===== config.mk =====
export PLATFORM = sky130hd
export DESIGN_NAME = dvi_pin_stream
export DESIGN_NICKNAME = d
export VERILOG_FILES = /design/src/rtl/dvi_stream_pkg.sv /design/src/rtl/dvi_raster_seq.sv /design/src/rtl/dvi_sym_select.sv /design/src/rtl/dvi_lane_shift.sv /design/src/rtl/dvi_pin_stream.sv
export SDC_FILE = /design/constraint.sdc
export NUM_CORES = 1
export LEC_CHECK = 0
export BUFFER_PORTS_ARGS = -buffer_cell sky130_fd_sc_hd__buf_2
export CAP_MARGIN = 15
export CELL_PAD_IN_SITES_DETAIL_PLACEMENT = 0
export CELL_PAD_IN_SITES_GLOBAL_PLACEMENT = 1
export CORE_MARGIN = 2
export CORE_UTILIZATION = 40
export DETAILED_ROUTE_END_ITERATION = 10
export PLACE_DENSITY_LB_ADDON = 0.1
export RECOVER_POWER = 50
export SYNTH_ARGS = -nofsm -noshare
export SYNTH_HDL_FRONTEND = slang
export SYNTH_SLANG_ARGS = --single-unit

===== constraint.sdc =====
create_clock -name clk_i -period 2.5 [get_ports clk_i]
set_input_delay 0.375 -clock clk_i [delete_from_list [all_inputs] [get_ports clk_i]]
set_output_delay 0.375 -clock clk_i [all_outputs]
set_load 0.01 [all_outputs]

===== src/rtl/dvi_stream_pkg.sv =====
package dvi_stream_pkg;
  localparam int SYM_W = 10;
  localparam int NLANE = 4;  // 3=red 2=green 1=blue 0=clock

  typedef logic [SYM_W-1:0] sym_t;

  typedef enum logic [1:0] {
    LK_ACTIVE = 2'd0,
    LK_BLANK  = 2'd1,
    LK_VSYNC  = 2'd2
  } line_kind_e;

  localparam sym_t CLK_PAT = sym_t'((1 << (SYM_W / 2)) - 1);

  function automatic sym_t ctrl_sym(input logic vs_lvl, input logic hs_lvl);
    case ({vs_lvl, hs_lvl})
      2'b00:   return 10'b1101010100;
      2'b01:   return 10'b0010101011;
      2'b10:   return 10'b0101010100;
      default: return 10'b1010101011;
    endcase
  endfunction
endpackage


===== src/rtl/dvi_raster_seq.sv =====
module dvi_raster_seq
  import dvi_stream_pkg::*;
#(
  parameter int H_ACT = 640,
  parameter int H_FP  = 16,
  parameter int H_SW  = 96,
  parameter int H_BP  = 48,
  parameter int V_ACT = 480,
  parameter int V_FP  = 10,
  parameter int V_SW  = 2,
  parameter int V_BP  = 33,
  localparam int H_TOT = H_ACT + H_FP + H_SW + H_BP,
  localparam int V_TOT = V_ACT + V_FP + V_SW + V_BP,
  localparam int XW = $clog2(H_TOT),
  localparam int YW = $clog2(V_TOT)
) (
  input  logic          clk_i,
  input  logic          rst_ni,
  output logic          take_o,
  output logic          act_o,
  output logic          hsync_n_o,
  output line_kind_e    kind_o,
  output logic [XW-1:0] x_o,
  output logic [YW-1:0] y_o
);
  localparam int BW = $clog2(SYM_W);
  localparam logic [BW-1:0] B_LAST = BW'(SYM_W - 1);
  localparam logic [XW-1:0] H_LAST = XW'(H_TOT - 1);
  localparam logic [XW-1:0] H_ACT_X = XW'(H_ACT);
  localparam logic [XW-1:0] HS_BEG = XW'(H_ACT + H_FP);
  localparam logic [XW-1:0] HS_END = XW'(H_ACT + H_FP + H_SW);
  localparam logic [YW-1:0] V_LAST = YW'(V_TOT - 1);
  localparam logic [YW-1:0] V_ACT_Y = YW'(V_ACT);
  localparam logic [YW-1:0] VS_BEG = YW'(V_ACT + V_FP);
  localparam logic [YW-1:0] VS_END = YW'(V_ACT + V_FP + V_SW);

  logic [BW-1:0] bit_q;
  logic [XW-1:0] h_q;
  logic [YW-1:0] v_q;

  always_ff @(posedge clk_i or negedge rst_ni) begin
    if (!rst_ni) begin
      bit_q <= '0;
      h_q   <= '0;
      v_q   <= '0;
    end else if (bit_q == B_LAST) begin
      bit_q <= '0;
      if (h_q == H_LAST) begin
        h_q <= '0;
        v_q <= (v_q == V_LAST) ? '0 : v_q + 1'b1;
      end else begin
        h_q <= h_q + 1'b1;
      end
    end else begin
      bit_q <= bit_q + 1'b1;
    end
  end

  always_comb begin
    if (v_q < V_ACT_Y)                        kind_o = LK_ACTIVE;
    else if (v_q >= VS_BEG && v_q < VS_END)   kind_o = LK_VSYNC;
    else                                      kind_o = LK_BLANK;
  end

  assign take_o    = (bit_q == '0);
  assign hsync_n_o = !(h_q >= HS_BEG && h_q < HS_END);
  assign act_o     = (kind_o == LK_ACTIVE) && (h_q < H_ACT_X);
  assign x_o       = h_q;
  assign y_o       = v_q;
endmodule


===== src/rtl/dvi_sym_select.sv =====
module dvi_sym_select
  import dvi_stream_pkg::*;
(
  input  line_kind_e             kind_i,
  input  logic                   act_i,
  input  logic                   hsync_n_i,
  input  sym_t                   red_i,
  input  sym_t                   grn_i,
  input  sym_t                   blu_i,
  output logic [NLANE-1:0][SYM_W-1:0] lane_sym_o
);
  logic vsync_n;
  sym_t idle_sym;
  sym_t sync_sym;

  assign vsync_n  = (kind_i != LK_VSYNC);
  assign idle_sym = ctrl_sym(1'b0, 1'b0);
  assign sync_sym = ctrl_sym(vsync_n, hsync_n_i);

  always_comb begin
    lane_sym_o[0] = CLK_PAT;
    if (act_i) begin
      lane_sym_o[3] = red_i;
      lane_sym_o[2] = grn_i;
      lane_sym_o[1] = blu_i;
    end else begin
      lane_sym_o[3] = idle_sym;
      lane_sym_o[2] = idle_sym;
      lane_sym_o[1] = sync_sym;
    end
  end
endmodule


===== src/rtl/dvi_lane_shift.sv =====
module dvi_lane_shift
  import dvi_stream_pkg::*;
(
  input  logic clk_i,
  input  logic rst_ni,
  input  logic load_i,
  input  sym_t sym_i,
  output logic bit_o
);
  sym_t sh_q;

  always_ff @(posedge clk_i or negedge rst_ni) begin
    if (!rst_ni)     sh_q <= '0;
    else if (load_i) sh_q <= sym_i;
    else             sh_q <= {1'b0, sh_q[SYM_W-1:1]};
  end

  assign bit_o = sh_q[0];
endmodule


===== src/rtl/dvi_pin_stream.sv =====
module dvi_pin_stream
  import dvi_stream_pkg::*;
#(
  parameter int H_ACT = 640,
  parameter int H_FP  = 16,
  parameter int H_SW  = 96,
  parameter int H_BP  = 48,
  parameter int V_ACT = 480,
  parameter int V_FP  = 10,
  parameter int V_SW  = 2,
  parameter int V_BP  = 33,
  localparam int H_TOT = H_ACT + H_FP + H_SW + H_BP,
  localparam int V_TOT = V_ACT + V_FP + V_SW + V_BP,
  localparam int XW = $clog2(H_TOT),
  localparam int YW = $clog2(V_TOT)
) (
  input  logic          clk_i,
  input  logic          rst_ni,
  input  logic [9:0]    red_sym_i,
  input  logic [9:0]    grn_sym_i,
  input  logic [9:0]    blu_sym_i,
  output logic [7:0]    pin_o,
  output logic          pix_take_o,
  output logic          pix_act_o,
  output logic [XW-1:0] pix_x_o,
  output logic [YW-1:0] pix_y_o
);
  line_kind_e kind;
  logic       hsync_n;
  logic [NLANE-1:0][SYM_W-1:0] lane_sym;
  logic [NLANE-1:0]            lane_bit;

  dvi_raster_seq #(
    .H_ACT(H_ACT), .H_FP(H_FP), .H_SW(H_SW), .H_BP(H_BP),
    .V_ACT(V_ACT), .V_FP(V_FP), .V_SW(V_SW), .V_BP(V_BP)
  ) u_seq (
    .clk_i     (clk_i),
    .rst_ni    (rst_ni),
    .take_o    (pix_take_o),
    .act_o     (pix_act_o),
    .hsync_n_o (hsync_n),
    .kind_o    (kind),
    .x_o       (pix_x_o),
    .y_o       (pix_y_o)
  );

  dvi_sym_select u_sel (
    .kind_i     (kind),
    .act_i      (pix_act_o),
    .hsync_n_i  (hsync_n),
    .red_i      (red_sym_i),
    .grn_i      (grn_sym_i),
    .blu_i      (blu_sym_i),
    .lane_sym_o (lane_sym)
  );

  for (genvar i = 0; i < NLANE; i++) begin : g_lane
    dvi_lane_shift u_shift (
      .clk_i  (clk_i),
      .rst_ni (rst_ni),
      .load_i (pix_take_o),
      .sym_i  (lane_sym[i]),
      .bit_o  (lane_bit[i])
    );
    assign pin_o[2*i+1] = lane_bit[i];
    assign pin_o[2*i]   = ~lane_bit[i];
  end
endmodule


# Word-level counts from Yosys, hierarchy flattened
# Index checks and enable logic that the tools add are counted.
# totals
reg_bits	64
inputBits	32
out_inout_bits	30
wordCells	45
# classes
add_sub_neg	3
order_cmp	6
eq_ne	6
muxes	11
bitwise_logic	4
n_reduce_logical	8
# op_table
op	n
10-bit two-way mux	5
30-bit two-way mux	1
10-bit one-hot mux with 3 select lines	1
10-bit by 1-bit adder with 10-bit output, second input constant	2
10-bit equality test, second input constant	2
10-bit less-than comparator, second input constant	2
10-bit by 9-bit less-than comparator with 1-bit output, second input constant	2
10-bit greater-or-equal comparator, second input constant	1
10-bit by 9-bit greater-or-equal comparator with 1-bit output, second input constant	1
9-bit two-way mux	1
4-bit by 1-bit adder with 4-bit output, second input constant	1
4-bit equality test, second input constant	1
2-bit zero test	2
4-bit zero test	1
2-bit two-way mux	2
4-bit two-way mux	1
1-bit NOT	4
1-bit logical AND	3
2-bit by 1-bit equality test with 1-bit output, second input constant	1
2-bit equality test, second input constant	1
2-bit inequality test, second input constant	1
2-bit AND reduction	1
1-bit zero test	1

# Longest topological paths before layout
# depth
depth_word	9
ltp_mapped	7
mapped_depth_nobuf	6

# Cells and area by module
# Synthesis repeated with hierarchy kept, for this count alone.
# hier_totals
cells_unflattened	274
hier_area_um2	3259.4
# modules_own_cells
module	n_inst	cells_per_inst	area_each_um2	seq_area_each_um2
dvi_lane_shift	4	21	404.1	250.2
dvi_raster_seq	1	131	1298.7	600.6
dvi_sym_select	1	55	329.1	0.0
dvi_pin_stream	1	4	15.0	0.0

# Worst setup path after synthesis
# OpenSTA, ideal clock, no wires.
# synth_path
path_type	register to output
startpoint	register u_seq.bit_q[0]
endpoint	output pix_take_o
arrival_ns	1.428
t_required_ns	2.125
slack_ns	0.697
stages_incl_launch_ff	5
path_buffers	2
cell_sequence	dfrtp_1 -> or4_1 -> buf_2 -> inv_2 -> buf_2
# synth_between
elab_chain_len	1
# synth_lines
item	line_no	source
from (decl)	dvi_raster_seq.sv:37	logic [BW-1:0] bit_q;
from (signal assigned)	dvi_raster_seq.sv:55	bit_q <= bit_q + 1'b1;
4-bit zero test	dvi_raster_seq.sv:65	assign take_o = (bit_q == '0);
to (decl)	dvi_pin_stream.sv:23	output logic pix_take_o,
# Every way passes these cells.

# Final worst setup path
# Ends and elaborated chain as after synthesis.

==> flow_summary.yaml <==
synthesis:
  synth_fp_nets: 272
  synth-edff-count: 0
  yosysWarnings: 0
  syn_area_per_cell_um2: 11.0
  ys_async_sr_fraction_pct: 100
  yosysTopAreaCell: "dfrtp_1"
  yosys_most_used_dff: "dfrtp_1"
  ys_seq_area_share_pct: 57.1
  ys_ff_latch: 59
  syn_inst: 236
  synth_area_leaders: "dfrtp_1 57%, a22o_1 4.7%, o21ai_0 3.9%"
  synth_area_um2: 2590
  yosysTopAreaCellShare_pct: 57.1
  ys_types: 43
setup_path:
  crit_arrival_ps: 1860
  critical_path_required_ps: 2120
  crit_type: "register to primary output"
  critPathMaxStageDelay_ps: 690
  end_kind: "primary output"
  cp_max_fo: 12
  critPathSlowestCell: "or4_1"
  startpoint_type: "register"
  cp_cell_sequence: "or4_1 -> inv_2 -> buf_2"
power:
  power_density_nw_per_um2: 658
  p_leak_uw: 0.00160
  p_clk_share_pct: 51.5
  seq_power_share_pct: 45.7
  p_comb_share_pct: 2.9
  peakVddDrop_mv: 0.387
  total_power_uw: 2100
  netSwitchingPower_uw: 428
  intPower_uw: 1680
  sw_frac_of_total_pct: 20.3
cts:
  cts_buffers: 9
  ctsResizeCount: 0
  numClockSinks: 59
  cts_tree: "yes"
  ctsHoldBuffers: 1
  clockBufferDepth: 2
  clk_pin_slew_ps: 70
  cts_max_level: 3
  clock-root-buffer: "clkbuf_8"
  clk_latency_ps: 340
  post_cts_buffers: 0
timing:
  tightest_slew_ps: 1000
  period_minus_slack_ps: 2230
  slew_headroom_pct: 33.3
  fin_skew_ps: 8.96
  setup_viol: 0
  rsz0062_at_grt: "false"
  post-route-period-util_pct: 89.3
  max_freq_mhz: 448
  worst_slack_ps: 266
  fin_tns_setup_ps: 0
  slew_violations: 0
  finalHoldViolCount: 0
drt:
  wl_um: 5600
  met2WireLength_um: 2480
  met3_length_um: 330
  drtIter0Drc: 99
  firstDrtPassIters: 6
  drc_errors: 0
  highest_layer: "met4"
  wire_per_inst_um: 14.5
  vias_per_cell: 5.14
  ant_nets: 0
  wl_met1_um: 2730
  vias: 1978
cells_and_area:
  n_fill_cell: 622
  seq_area_um2: 1480
  diodes: 0
  final_common_cell: "dfrtp_1"
  final_layout_size_suffix_gt1_share_pct: 25.6
  stdcell_count: 385
  area_growth_pct: 23.5
  multi_input_area_um2: 980
  nNetsFinal: 339
  layout_common_cells: "59 x dfrtp_1, 51 x buf_2, 20 x o21ai_0, 20 x nand2_1, 16 x nor2_1"
grt:
  antenna_found_initial: 0
  grt_max_degree: 23
  grt.overflow.total: 0
  grt_pass1_vias: 1885
  grt.total_usage_pct: 16.9
  grt_pass1_wl_um: 9410
floorplan:
  die_w_um: 84.4
  initial_core_util_pct: 41.0
  dieArea_um2: 7130
  io_pins: 62
  placementRows: 29
  chipHeight_um: 84.4
  core_area_um2: 6310
placed_design:
  gp_congestion: 0.720
  numPortBuffers: 61
  pre_cts_slack_ps: 375
  dp_cells: 368
  hpwl_um: 3850
run:
  maxCapViolations: 0
min_path:
  hp-class: "input pin to register"
run_status:
  status: "completed"
[stage by stage]
step	util, %	instance area [um^2]	hold slack (ps)
floorplan	-	2590	79.4
CTS	50.9	3220	239
global route	50.6	3190	240
global placement	46.8	2960	341
finish	50.6	3190	252
detailed placement	46.8	2960	334
[cells in the mapped netlist (all sizes together) (2+ instances only)]
library cell,count
nor2b,2
and3,5
buf,8
a22o,14
or4,2
o2bb2ai,2
and4,2
and4bb,3
a31oi,4
nand2,20
xor2,2
clkbuf,4
a21oi,3
o22a,8
xnor2,9
nand2b,4
nor3,4
nor2,17
dfrtp,59
inv,14
nand4,6
ha,4
o21ai,20
nand3,7
[critical path, delay by kind of cell, from the launching register on]
| family | cells | cell delay [ps] |
|---|---|---|
| DFF | 1 | 440 |
| buffers and inverters | 2 | 400 |
| and+or+nand+nor | 1 | 690 |
[final timing paths]
kind,to,from,slack [ps],cells past startpoint
setup / recovery,pix_take_o,u_seq.bit_q[0],270,3
hold / removal,g_lane[3].u_shift.sh_q[1],red_sym_i[1],250,2
setup reg to reg,u_seq.y_o[2],u_seq.x_o[7],360,4
hold reg to reg,g_lane[0].u_shift.sh_q[1],g_lane[0].u_shift.sh_q[2],420,1
max in group asynchronous,u_seq.bit_q[1],rst_ni,700,3
min in group asynchronous,g_lane[0].u_shift.sh_q[1],rst_ni,720,2
[sequential cells by signal, indices dropped and copies added, names as in the netlist]
| signal | count |
|---|---|
| g_lane.u_shift.sh_q | 35 |
| u_seq.y_o | 10 |
| u_seq.bit_q | 4 |
| u_seq.x_o | 10 |
[power groups by stage]
stage          logic (uW)  registers, uW  clock network (uW)
3_5_place_dp         63.6            979                   0
3_3_place_gp         64.2            979                   0
6_report             59.9            961                1080
5_1_grt              69.6            960                1160
4_1_cts              65.1            960                1100
2_1_floorplan        14.1            979                   0
[final cells by class]
cell class / instances / share of cell area (%)
Inverter: 14 / 1.65
Clock buffer: 10 / 4.31
Multi-Input combinational cell: 151 / 30.7
Sequential cell: 59 / 46.2
Timing Repair Buffer: 68 / 10.6
Clock inverter: 6 / 3.53
Tap cell: 77 / 3.02
[metal layers]
layer	GRT usage, %	vias to the layer above
li1	-	965
met1	24.1	951
met2	24.5	57
met3	6.10	5
met4	4.76	0
met5	0	-
[cell families after synthesis]
logic type | Yosys count | share of synthesized area, %
AO/OA/AOI/OAI | 56 | 15.1
adder cells (fa/ha/maj) | 4 | 1.94
flip-flops | 59 | 57.1
XOR/XNOR | 11 | 3.73
AND/OR/NAND/NOR | 79 | 16.7
buffers and inverters | 26 | 5.03
multiplexers | 1 | 0.435
No activity file was read; power rests on OpenSTA's default activity.
